`src/rtl/pb_port_cmd_bank.sv`:
```
module pb_port_cmd_bank #(
  parameter int         STAT_W    = 3,
  parameter logic [7:0] A_STAT0   = 8'h0C,
  parameter logic [7:0] A_PWR     = 8'h10,
  parameter logic [7:0] A_EVT     = 8'h11,
  parameter logic [7:0] A_EN      = 8'h14,
  parameter logic [7:0] A_RESTART = 8'h18,
  parameter logic [7:0] A_PWRCMD  = 8'h19,
  parameter logic [7:0] A_RSTCMD  = 8'h1A
) (
  input  logic              clk,
  input  logic              rst_n,
  input  logic              bus_wr,
  input  logic [7:0]        bus_addr,
  input  logic [7:0]        bus_wdata,
  output logic [7:0]        bus_rdata,
  input  logic [7:0]        port_mode,
  input  logic [3:0]        det_done,
  input  logic [3:0]        cls_done,
  input  logic [4*STAT_W-1:0] det_result,
  input  logic [3:0]        fault_trip,
  input  logic [3:0]        cooldown_active,
  output logic [3:0]        pwr_en,
  output logic [3:0]        det_go,
  output logic [3:0]        cls_go,
  output logic [3:0]        pwr_on_go,
  output logic [3:0]        pwr_off_go,
  output logic [3:0]        port_rst_go,
  output logic              glob_rst_go
);
  localparam int         NP    = 4;
  localparam logic [1:0] M_OFF = 2'b00;
  localparam logic [1:0] M_MAN = 2'b01;

  wire wr_en  = bus_wr && (bus_addr == A_EN);
  wire wr_rs  = bus_wr && (bus_addr == A_RESTART);
  wire wr_pw  = bus_wr && (bus_addr == A_PWRCMD);
  wire wr_rc  = bus_wr && (bus_addr == A_RSTCMD);
  wire glob   = wr_rc && bus_wdata[4];

  logic [NP-1:0] shut, man, rs_det, rs_cls, off_cmd, on_ok, clr;
  logic [NP-1:0] det_en_q, cls_en_q, det_evt_q, flt_evt_q;
  logic [STAT_W-1:0] stat_q [NP];

  for (genvar p = 0; p < NP; p++) begin : g_port
    assign shut[p]    = port_mode[2*p +: 2] == M_OFF;
    assign man[p]     = port_mode[2*p +: 2] == M_MAN;
    assign rs_det[p]  = wr_rs & bus_wdata[p] & ~shut[p];
    assign rs_cls[p]  = wr_rs & bus_wdata[NP+p] & ~shut[p];
    assign off_cmd[p] = wr_pw & bus_wdata[NP+p] & ~shut[p];
    assign on_ok[p]   = wr_pw & bus_wdata[p] & ~shut[p] & ~bus_wdata[NP+p]
                        & ~cooldown_active[p] & ~fault_trip[p];
    assign clr[p]     = off_cmd[p] | (wr_rc & bus_wdata[p]);
  end

  wire [NP-1:0] man_det = {NP{wr_en}} & bus_wdata[NP-1:0] & ~det_en_q & man;
  wire [NP-1:0] man_cls = {NP{wr_en}} & bus_wdata[2*NP-1:NP] & ~cls_en_q & man;

  always_ff @(posedge clk or negedge rst_n) begin
    if (!rst_n) begin
      pwr_en      <= '0;
      det_en_q    <= '0;
      cls_en_q    <= '0;
      det_evt_q   <= '0;
      flt_evt_q   <= '0;
      det_go      <= '0;
      cls_go      <= '0;
      pwr_on_go   <= '0;
      pwr_off_go  <= '0;
      port_rst_go <= '0;
      glob_rst_go <= 1'b0;
      for (int p = 0; p < NP; p++) stat_q[p] <= '0;
    end else if (glob) begin
      pwr_en      <= '0;
      det_en_q    <= '0;
      cls_en_q    <= '0;
      det_evt_q   <= '0;
      flt_evt_q   <= '0;
      det_go      <= '0;
      cls_go      <= '0;
      pwr_on_go   <= '0;
      pwr_off_go  <= '0;
      port_rst_go <= '0;
      glob_rst_go <= 1'b1;
      for (int p = 0; p < NP; p++) stat_q[p] <= '0;
    end else begin
      glob_rst_go <= 1'b0;
      det_go      <= rs_det | man_det;
      cls_go      <= rs_cls | man_cls;
      pwr_on_go   <= on_ok;
      pwr_off_go  <= off_cmd;
      port_rst_go <= wr_rc ? bus_wdata[NP-1:0] : '0;
      for (int p = 0; p < NP; p++) begin
        if (clr[p]) begin
          pwr_en[p]    <= 1'b0;
          det_en_q[p]  <= 1'b0;
          cls_en_q[p]  <= 1'b0;
          det_evt_q[p] <= 1'b0;
          flt_evt_q[p] <= 1'b0;
          stat_q[p]    <= '0;
        end else begin
          if (fault_trip[p])  pwr_en[p] <= 1'b0;
          else if (on_ok[p])  pwr_en[p] <= 1'b1;

          if (wr_en)                         det_en_q[p] <= bus_wdata[p];
          else if (rs_det[p])                det_en_q[p] <= 1'b1;
          else if (man[p] && det_done[p])    det_en_q[p] <= 1'b0;

          if (wr_en)                         cls_en_q[p] <= bus_wdata[NP+p];
          else if (rs_cls[p])                cls_en_q[p] <= 1'b1;
          else if (man[p] && cls_done[p])    cls_en_q[p] <= 1'b0;

          if (det_done[p]) begin
            det_evt_q[p] <= 1'b1;
            stat_q[p]    <= det_result[p*STAT_W +: STAT_W];
          end
          if (fault_trip[p]) flt_evt_q[p] <= 1'b1;
        end
      end
    end
  end

  always_comb begin
    bus_rdata = 8'h00;
    case (bus_addr)
      A_PWR:   bus_rdata = {4'h0, pwr_en};
      A_EVT:   bus_rdata = {flt_evt_q, det_evt_q};
      A_EN:    bus_rdata = {cls_en_q, det_en_q};
      default: begin
        for (int p = 0; p < NP; p++)
          if (bus_addr == A_STAT0 + 8'(p)) bus_rdata[STAT_W-1:0] = stat_q[p];
      end
    endcase
  end
endmodule

```
`config.mk`:
```
export PLATFORM = sky130hd
export DESIGN_NAME = pb_port_cmd_bank
export DESIGN_NICKNAME = d
export VERILOG_FILES = /design/src/rtl/pb_port_cmd_bank.sv
export SDC_FILE = /design/constraint.sdc
export NUM_CORES = 1
export LEC_CHECK = 0
export BUFFER_PORTS_ARGS = -buffer_cell sky130_fd_sc_hd__buf_2
export CAP_MARGIN = 20
export CORE_ASPECT_RATIO = 1.5
export CORE_MARGIN = 2
export CORE_UTILIZATION = 54
export CTS_BUF_LIST = sky130_fd_sc_hd__clkbuf_4 sky130_fd_sc_hd__clkbuf_8 sky130_fd_sc_hd__clkbuf_16
export CTS_CLUSTER_SIZE = 20
export DETAILED_ROUTE_END_ITERATION = 8
export GPL_ROUTABILITY_DRIVEN = 0
export PLACE_DENSITY = 0.85
export SYNTH_ARGS = -nofsm -noshare
export SYNTH_HDL_FRONTEND = slang
export SYNTH_SLANG_ARGS = --single-unit
```
`constraint.sdc`:
```
create_clock -name clk -period 3.55 [get_ports clk]
set_input_delay 0.71 -clock clk [delete_from_list [all_inputs] [get_ports clk]]
set_output_delay 0.71 -clock clk [all_outputs]
set_load 0.01 [all_outputs]
```
After elaboration in Yosys (flattened, before gate mapping):

Index checks and enable logic that the tools add are counted.
W data, S select, Z words.

* register bits: 53
* bits in latches: 0
* memory bits (writable): 0
* ROM bits: 0
* output and inout bits: 33
* memories kept: 0

* $add $sub $neg: 0
* multiply operators: 0
* div/mod/pow operators: 0
* magnitude comparators: 0
* eq/ne operators: 14
* shifts and indexed selects: 0
* muxes and demuxes: 87
* bitwise operators: 78
* reduce and logical (&&, ||, !) cells: 37

Operators with widths (number)
* $mux W1: 61
* $and A1 B1 Y1: 48
* $eq A8 B5 Y1 const B: 6
* $mux W4: 11
* $reduce_bool A5 Y1: 8
* $mux W3: 12
* $eq A8 B4 Y1 const B: 4
* $and A4 B4 Y4: 6
* $reduce_bool A3 Y1: 8
* $not A1 Y1: 16
* $reduce_bool A4 Y1: 4
* $pmux W5 S3: 1
* $logic_and A1 B1 Y1: 13
* $mux W12: 1
* $pmux W3 S3: 1
* $eq A2 B1 Y1 const B: 4
* $logic_not A2 Y1: 4
* $not A4 Y4: 2
* $or A4 B4 Y4: 2
* $or A1 B1 Y1: 4

Depth between registers and ports, before layout:

Gate-level depths: netlist (run 1).

* depth after elaboration: 11
* mapped depth: 7
* gate-level depth less buffers: 4

Least setup slack after synthesis (run 1):

No wires, ideal clock.

* kind: input-to-output
* start: input bus_addr[5]
* end: output bus_rdata[3]
* data arrival time: 2.123 ns
* path slack: 0.717 ns
* stages: 4
* buffers on the path: 1
* cells stage by stage: or4b_4 -> clkbuf_1 -> nor4_1 -> a22o_1

* longest elaborated chain between the ends: 2
* elaborated cells on any way between the ends: 4
* those cells by class: 3 x eq/ne; 1 x mux

Ends and longest elaborated chain
* start: declaration: RTL line 14 `input logic [7:0] bus_addr,`
* $eq A8 B5 Y1: RTL line 125 `case (bus_addr)`
* $pmux W5 S3 (*): RTL line 125
* end: declaration: RTL line 16 `output logic [7:0] bus_rdata,`

Every way passes the cells marked *; elsewhere a longest branch is shown, timed or not.

Worst setup path after layout (run 1):

Same ends and word-level chain as after synthesis.

==> flow_summary.json, run 1 <==
{
  "status": "finished clean",
  "clk_pin_slew_ns": 0.08,
  "r2r_start": "cls_en_q[3]$_DFFE_PN0P_",
  "synthToLayoutAreaGrowth_pct": 21.8,
  "via_count": 2403,
  "setup_viol": 0,
  "fp-row-count": 30,
  "boundaryPins": 88,
  "yosysSeqAreaShare_pct": 51.6,
  "syn-mean-instance-area_um2": 9.52,
  "cts_resized": 0,
  "insertion_delay_ns": 0.30,
  "synth_edf_count": 0,
  "grt_pass1_vias": 2306,
  "grt_pass1_wl_mm": 10.4,
  "viasPerCell": 5.79,
  "p_leak_nw": 1.55,
  "die_area_mm2": 0.00534,
  "die_h_um": 88.5,
  "core_area_mm2": 0.00454,
  "setup_ws_ns": 0.367,
  "wl_per_cell_um": 16.2,
  "ant_nets": 0,
  "criticalPathCategory": "in2out",
  "rsz0062_at_grt": "no",
  "cts_root_buf": "clkbuf_8",
  "antenna_found_initial": 0,
  "clock-sinks": 53,
  "synth_top_flop_cell": "dfrtp_1",
  "placed_area_mm2": 0.00304,
  "hold_path_end": "flt_evt_q[1]$_DFFE_PN0P_",
  "yosysWarnings": 0,
  "htreeDepth": 2,
  "tightest_slew_ns": 0.923,
  "min_path_type": "reg2reg",
  "track_usage_pct": 26.1,
  "cp-start-kind": "input port",
  "finClkSkew_ns": 0.00988,
  "power_density_mw_per_mm2": 353,
  "timing_hold_violations_final": 0,
  "r2r-end": "cls_go[3]$_DFF_PN0_",
  "drtIter0Drc": 136,
  "numCtsBuffers": 5,
  "crit_arrival_ns": 2.47,
  "synthArstFlopShare_pct": 100,
  "finalNetCount": 406,
  "setup.worst_path.end_class": "output pin",
  "fmaxAchievable_mhz": 314,
  "holdBufCountCts": 0,
  "grt_overflow_total": 0,
  "cts_tree": "done",
  "design_area_mm2": 0.00313,
  "required_ns": 2.84,
  "finalCriticalPeriod_ns": 3.18,
  "min_path_cells": 2,
  "hpwl_mm": 5.08,
  "slew_viol_final": 0,
  "dpl_worst_slack_ns": 0.389,
  "synth_nets": 325,
  "grt_start_max_net_pins": 44,
  "rrSetupSlack_ns": 2.54,
  "path_cells": "buf_2 -> or4b_4 -> nor4_1 -> a22o_1 -> buf_2",
  "reg2regPathDepth": 2,
  "peakVddDrop_mv": 0.241,
  "post_cts_buffers": 0,
  "setup_tns_ns": 0,
  "synth-seq-cells": 53,
  "synth_cells": 270,
  "cap_violations": 0,
  "post-route-period-util_pct": 89.7,
  "max_stage_delay_ns": 0.65,
  "clockBufferDepth": 2,
  "fin_util_pct": 68.9,
  "maxSlewHeadroom_pct": 38.5,
  "drc": 0,
  "portBuffers": 87,
  "die_x_um": 60.3,
  "synth_area_mm2": 0.00257,
  "crit_path_frequent_cell": "buf_2",
  "drive_gt1_share_pct": 30.5,
  "synth.distinct_cells": 33,
  "firstDrtPassIters": 4,
  "wl_mm": 6.73,
  "start_util_pct": 56.6,
  "min_from": "flt_evt_q[1]$_DFFE_PN0P_",
  "n_antenna_cell": 0,
  "worst-path-buf-inv": 2,
  "critical-path-slowest-cell": "nor4_1",
  "crit_family": "simple AND/OR/NAND/NOR gates",
  "cp_max_fo": 12
}
power breakdown:
group	internal, W	switching (W)
clock network	0.000163	0.000182
registers	0.000619	0.0000113
logic	0.0000553	0.0000737
total	0.000837	0.000267
worst min-delay path, cell delays in order (launching register included):
cell	delay, ns
dfrtp_1	0.36
nor2_1	0.05
nor2_1	0.07
stage by stage:
| step | power, W | instances | hold slack [ns] |
|---|---|---|---|
| global placement | 0.000767 | 408 | 0.490 |
| global route | 0.00114 | 415 | 0.550 |
| detailed placement | 0.000770 | 408 | 0.498 |
| floorplan | 0.000703 | 270 | 0.414 |
| CTS | 0.00110 | 415 | 0.517 |
| finish | 0.00110 | 415 | 0.513 |
flip-flops by register name, summed over array words and instances, names as in the netlist:
name	cells
cls_go	4
det_evt_q	4
flt_evt_q	4
stat_q	12
pwr_off_go	4
cls_en_q	4
det_en_q	4
pwr_en	4
pwr_on_go	4
det_go	4
port_rst_go	4
glob_rst_go	1
worst max-delay path by stage:
stage	startpoint	endpoint	cells past startpoint
floorplan	bus_addr[5]	bus_rdata[3]	4
global placement	bus_addr[5]	bus_rdata[3]	5
detailed placement	bus_addr[5]	bus_rdata[3]	5
CTS	bus_addr[5]	bus_rdata[3]	5
global route	bus_addr[5]	bus_rdata[3]	5
finish	bus_addr[5]	bus_rdata[3]	5
routing by layer:
metal / track usage, % / part of all wire, % / routed length (um)
met1: 32.8 / 39 / 2590
met3: 3.95 / 6.5 / 437
met5: 0 / 0 / 0
met2: 44.3 / 52 / 3490
met4: 11.1 / 3.2 / 215
cell usage after synthesis, types with 2 or more instances:
master	instances	share of area (%)
or3_1	5	1.2
nand3_1	12	2.3
mux2i_1	12	4.7
nor2_1	49	7.2
a31oi_1	9	2.2
a22oi_1	8	2.3
clkbuf_1	10	1.5
nor2b_1	8	1.9
nand3b_1	2	0.58
nand2_1	31	4.5
o22ai_1	3	0.73
nand2b_1	4	0.97
mux4_2	3	2.6
a22o_1	2	0.68
and3_1	2	0.49
a21oi_1	9	1.8
dfrtp_1	53	52
nand4b_1	4	1.4
and2_1	7	1.7
o21ai_0	9	1.8
buf_1	4	0.58
nor4_1	5	1.2
mux2_2	4	1.8
nor3_1	6	1.2
placed cells by master (no fill, tap or decap), types with 4 or more instances in the layout:
master | Yosys | layout
nor3_1 | 6 | 6
and2_1 | 7 | 7
buf_2 | 1 | 87
nand2b_1 | 4 | 4
a21oi_1 | 9 | 9
mux2i_1 | 12 | 12
a31oi_1 | 9 | 9
nor4_1 | 5 | 5
a22oi_1 | 8 | 8
nand2_1 | 31 | 31
nor2b_1 | 8 | 8
dfrtp_1 | 53 | 53
clkbuf_8 | 0 | 6
nand4b_1 | 4 | 4
nor2_1 | 49 | 49
nand3_1 | 12 | 12
or3_1 | 5 | 5
mux2_2 | 4 | 4
o21ai_0 | 9 | 9
area by class of cell:
| class | instances | area, um2 |
|---|---|---|
| Fill cell | 363 | 1410 |
| Sequential cell | 53 | 1330 |
| Multi-Input combinational cell | 201 | 1170 |
| Timing Repair Buffer | 90 | 458 |
| Clock buffer | 7 | 90.1 |
| Tap cell | 64 | 80.1 |
cell families after synthesis:
| family | synth area share, % |
|---|---|
| AOI/OAI and AO/OA | 10.1 |
| DFF | 51.6 |
| buffers and inverters | 2.68 |
| muxes | 9.06 |
| and+or+nand+nor | 26.5 |
Power figures use the tool's default switching activity.
==> run 2: changes to the inputs <==
CORE_UTILIZATION = 50   (was 54)
PLACE_DENSITY = 0.8   (was 0.85)
RECOVER_POWER = 100   (was not set)
clock period = 3.15 ns   (was 3.55 ns; I/O delays follow)
==> run 2 against run 1 <==
First-iteration DRC count up 3.7%. Die area grew 7.5%. Core utilization decreased by 7.0 points. Clock-buffer cell count shrank 2. Highest routed layer unchanged. Largest power group unchanged.
==> flow_summary.json, run 2 (synthesized netlist as in run 1, its figures left out) <==
{
  "status": "finished clean",
  "fmaxAchievable_mhz": 342,
  "clockPowerShare_pct": 35.1,
  "firstDrtPassIters": 5,
  "synthToLayoutAreaGrowth_pct": 21.4,
  "cap_violations": 0,
  "grt_pass1_vias": 2403,
  "wl_mm": 6.84,
  "p_seq_share_pct": 53.9,
  "cts_tree": "done",
  "crit_arrival_ns": 2.29,
  "setup_viol": 0,
  "post_cts_buffers": 0,
  "final_common_cell": "dfrtp_1",
  "p_leak_nw": 1.40,
  "viasPerCell": 5.64,
  "regArea_mm2": 0.00133,
  "htreeDepth": 2,
  "insertion_delay_ns": 0.31,
  "regMostFlops": "stat_q",
  "p_switching_w": 0.000321,
  "ant_nets": 0,
  "intPower_w": 0.000997,
  "rrSetupSlack_ns": 2.14,
  "grt_overflow_total": 0,
  "setup.worst_path.end_class": "output pin",
  "p_sw_share_pct": 24.4,
  "drtIter0Drc": 141,
  "core_area_mm2": 0.00504,
  "required_ns": 2.52,
  "clock-sinks": 53,
  "start_util_pct": 50.9,
  "clk_pin_slew_ns": 0.10,
  "final_cell_mix": "dfrtp_1 (53), buf_2 (52), nor2_1 (49)",
  "wl_per_cell_um": 16.2,
  "drive_gt1_share_pct": 20.3,
  "antenna_found_initial": 0,
  "post_layout_nonfiller_instances": 423,
  "post-route-period-util_pct": 92.8,
  "fillers": 487,
  "boundaryPins": 88,
  "multi_input_area_mm2": 0.00117,
  "power_density_mw_per_mm2": 422,
  "rsz0062_at_grt": "no",
  "criticalPathCategory": "in2out",
  "maxSlewHeadroom_pct": 10.5,
  "setup_tns_ns": 0,
  "slew_viol_final": 0,
  "grt_pass1_wl_mm": 11.2,
  "drc": 0,
  "tightest_slew_ns": 1.34,
  "cp-start-kind": "input port",
  "holdBufCountCts": 0,
  "numCtsBuffers": 5,
  "largest_reg_flops": 12,
  "placed_cells": 415,
  "die_h_um": 91.8,
  "die_area_mm2": 0.00574,
  "cts_resized": 0,
  "track_usage_pct": 25.1,
  "portBuffers": 87,
  "clockBufferDepth": 2,
  "fp-row-count": 32,
  "cts_root_buf": "clkbuf_8",
  "cp_max_fo": 12,
  "finClkSkew_ns": 0.00509,
  "die_x_um": 62.5,
  "timing_hold_violations_final": 0,
  "finalCriticalPeriod_ns": 2.92,
  "via_count": 2386,
  "grt_start_max_net_pins": 29,
  "n_antenna_cell": 0,
  "min_path_type": "in2reg",
  "hpwl_mm": 5.22,
  "combPwrFrac_pct": 11.0,
  "peakVddDrop_mv": 0.250,
  "finalNetCount": 409
}
run 2: cell types whose count changed in the layout (fill, tap and decap cells not counted), sizes merged:
cell	change
bufinv	+1
clkinv	+1
clkbuf	+37
clkinvlp	+1
buf	-36
run 2: routing by layer:
metal | vias to the layer above | track usage [%] | part of all wire [%]
li1 | 1114 | - | -
met1 | 1126 | 29.9 | 38
met2 | 125 | 43.9 | 51
met3 | 21 | 4.05 | 7.0
met4 | 0 | 11.9 | 3.8
met5 | - | 0 | 0
run 2: final timing paths:
check | start | cells past startpoint | to
min in group asynchronous | rst_n | 1 | port_rst_go[0]$_DFF_PN0_
max in group asynchronous | rst_n | 2 | cls_en_q[0]$_DFFE_PN0P_
min | fault_trip[1] | 2 | pwr_on_go[1]$_DFF_PN0_
max | bus_addr[5] | 6 | bus_rdata[0]
min reg2reg | flt_evt_q[3]$_DFFE_PN0P_ | 2 | flt_evt_q[3]$_DFFE_PN0P_
max reg2reg | cls_en_q[3]$_DFFE_PN0P_ | 2 | cls_go[3]$_DFF_PN0_
run 2: area by class of cell:
class	count	share of cell area, %
clock inverter	3	1.48
tap	68	2.73
sequential	53	42.5
clock buffer	5	2.21
multi-input combinational	201	37.5
timing repair buffer	93	13.6
run 2: through the flow:
stage / utilization [%] / total power (W) / setup slack (ns) / hold WS [ns] / cell area, um2
3_5_place_dp: 60.8 / 0.000869 / 0.260 / 0.497 / 3070
5_1_grt: 61.9 / 0.00138 / 0.148 / 0.490 / 3120
2_1_floorplan: - / 0.000792 / 0.477 / 0.334 / 2570
4_1_cts: 63.1 / 0.00133 / 0.248 / 0.320 / 3180
6_report: 61.9 / 0.00132 / 0.226 / 0.487 / 3120
3_3_place_gp: 60.8 / 0.000866 / 0.399 / 0.492 / 3070
run 2: power groups by stage:
stage	Clock, W	Sequential (W)	Combinational, W
finish	0.000463	0.000711	0.000145
detailed placement	0	0.000724	0.000145
CTS	0.000473	0.000711	0.000146
global placement	0	0.000724	0.000142
floorplan	0	0.000718	0.0000741
global route	0.000503	0.000712	0.000161
run 2: critical path: stages:
cell	delay, ns
buf_2	0.10
or4b_4	0.61
nor3_1	0.50
a22oi_1	0.19
nand2_1	0.11
clkbuf_1	0.15
==> run 3: changes to the inputs <==
CORE_MARGIN = not set   (was 2)
CORE_UTILIZATION = 54   (was 50)
PLACE_DENSITY = 0.85   (was 0.8)
clock period = 3.59 ns   (was 3.15 ns; I/O delays follow)
==> run 3 against run 2 <==
Die area fell by 12%. Final cell count fell by 1.7%. Clock power fell by 8.4%. The run now ends with capacitance limit left. Setup slack improved by 0.10 ns.
==> flow_summary.json, run 3 (synthesized netlist as in run 1, its figures left out) <==
{
  "cp_max_fo": 12,
  "violations": "capacitance limit",
  "cts_resized": 0,
  "largest_reg_flops": 12,
  "rrSetupSlack_ns": 2.57,
  "p_leak_nw": 1.39,
  "core_area_mm2": 0.00454,
  "r2r_start": "cls_en_q[3]$_DFFE_PN0P_",
  "clk_pin_slew_ns": 0.09,
  "cap_violations": 1,
  "antenna_found_initial": 0,
  "grt-busiest-layer": "met2",
  "post_cts_buffers": 0,
  "post-route-period-util_pct": 90.9,
  "via_count": 2381,
  "grt_overflow_total": 0,
  "finalNetCount": 406,
  "hold_path_end": "det_evt_q[1]$_DFFE_PN0P_",
  "combPwrFrac_pct": 10.7,
  "finClkSkew_ns": 0.00460,
  "cts_tree": "done",
  "fp-row-count": 30,
  "tightest_slew_ns": 1.50,
  "drtIter0Drc": 113,
  "ant_nets": 0,
  "p_switching_w": 0.000274,
  "viasPerCell": 5.72,
  "clockBufferDepth": 2,
  "insertion_delay_ns": 0.31,
  "p_sw_share_pct": 23.3,
  "die_h_um": 86.5,
  "intPower_w": 0.000901,
  "r2r-end": "cls_go[3]$_DFF_PN0_",
  "use_met1_pct": 34.6,
  "slew_viol_final": 0,
  "criticalPathCategory": "in2out",
  "grt_pass1_vias": 2255,
  "clock-sinks": 53,
  "min_path_cells": 2,
  "p_seq_share_pct": 53.1,
  "peakVddDrop_mv": 0.278,
  "crit_arrival_ns": 2.54,
  "grt_start_max_net_pins": 30,
  "synthToLayoutAreaGrowth_pct": 20.6,
  "maxSlewHeadroom_pct": 0.0718,
  "required_ns": 2.87,
  "cts_root_buf": "clkbuf_8",
  "final_common_cell": "buf_2",
  "clockPowerShare_pct": 36.1,
  "timing_hold_violations_final": 0,
  "regArea_mm2": 0.00133,
  "htreeDepth": 2,
  "numCtsBuffers": 5,
  "rsz0062_at_grt": "no",
  "die_x_um": 58.3,
  "setup_viol": 0,
  "fmaxAchievable_mhz": 306,
  "drive_gt1_share_pct": 19.9,
  "placed_area_mm2": 0.00304,
  "design_area_mm2": 0.00310,
  "grt_use_met2_pct": 48.8,
  "start_util_pct": 56.6,
  "holdBufCountCts": 0,
  "wl_mm": 6.69,
  "hpwl_mm": 5.06,
  "status": "complete, but fails checks",
  "die_area_mm2": 0.00504,
  "fillers": 391,
  "firstDrtPassIters": 4,
  "regMostFlops": "stat_q",
  "power_density_mw_per_mm2": 379,
  "wl_per_cell_um": 16.1,
  "grt_pass1_wl_mm": 10.5,
  "multi_input_area_mm2": 0.00117,
  "drc": 0,
  "setup_tns_ns": 0,
  "track_usage_pct": 28.2,
  "finalCriticalPeriod_ns": 3.26,
  "setup.worst_path.end_class": "output pin",
  "boundaryPins": 88,
  "min_path_type": "reg2reg",
  "min_from": "det_evt_q[1]$_DFFE_PN0P_",
  "cp-start-kind": "input port",
  "portBuffers": 87,
  "grt_use_met3_pct": 4.33,
  "reg2regPathDepth": 2,
  "n_antenna_cell": 0,
  "final_cell_mix": "buf_2 (54), dfrtp_1 (53), nor2_1 (49)"
}
-- run 3: worst max path at each step --
stage | depth (start not counted) | start | slack, ns | endpoint
after floorplan | 4 | bus_addr[5] | 0.74 | bus_rdata[3]
after global placement | 5 | bus_addr[5] | 0.54 | bus_rdata[3]
after detailed placement | 5 | bus_addr[5] | 0.47 | bus_rdata[3]
after CTS | 5 | bus_addr[5] | 0.47 | bus_rdata[3]
after global routing | 5 | bus_addr[5] | 0.19 | bus_rdata[3]
final | 5 | bus_addr[5] | 0.33 | bus_rdata[3]
-- run 3: metal layers --
layer  wire [um]  part of all wire [%]
met4         163                   2.4
met5           0                     0
met1        2630                    39
met3         426                   6.4
met2        3470                    52
-- run 3: power groups by stage --
stage / clock, W / sequential (W) / combinational [W]
after CTS: 0.000429 / 0.000624 / 0.000127
after global placement: 0 / 0.000635 / 0.000124
after floorplan: 0 / 0.000630 / 0.0000651
after global routing: 0.000448 / 0.000625 / 0.000139
final: 0.000424 / 0.000624 / 0.000126
after detailed placement: 0 / 0.000635 / 0.000127
-- run 3: area by class of cell --
cell class / count / area share [%]
well taps: 64 / 2.58
repair buffers: 90 / 13.1
flip-flops and latches: 53 / 42.8
clock buffers: 7 / 2.91
clock inverters: 1 / 0.969
multi-input cells: 201 / 37.7
-- run 3: critical path, cell delays in order --
cell and delay [ns]:
buf_2 0.10, or4b_1 0.71, nor4_1 0.62, a22o_1 0.25
clkbuf_1 0.15
-- run 3: stage by stage --
stage / util, % / setup slack (ns) / power, W / instances / hold slack [ns]
2_1_floorplan: - / 0.741 / 0.000695 / 270 / 0.422
3_3_place_gp: 66.9 / 0.535 / 0.000759 / 408 / 0.489
3_5_place_dp: 66.9 / 0.474 / 0.000762 / 408 / 0.503
4_1_cts: 69.6 / 0.469 / 0.00118 / 416 / 0.391
5_1_grt: 68.2 / 0.186 / 0.00121 / 416 / 0.532
6_report: 68.2 / 0.327 / 0.00117 / 416 / 0.520
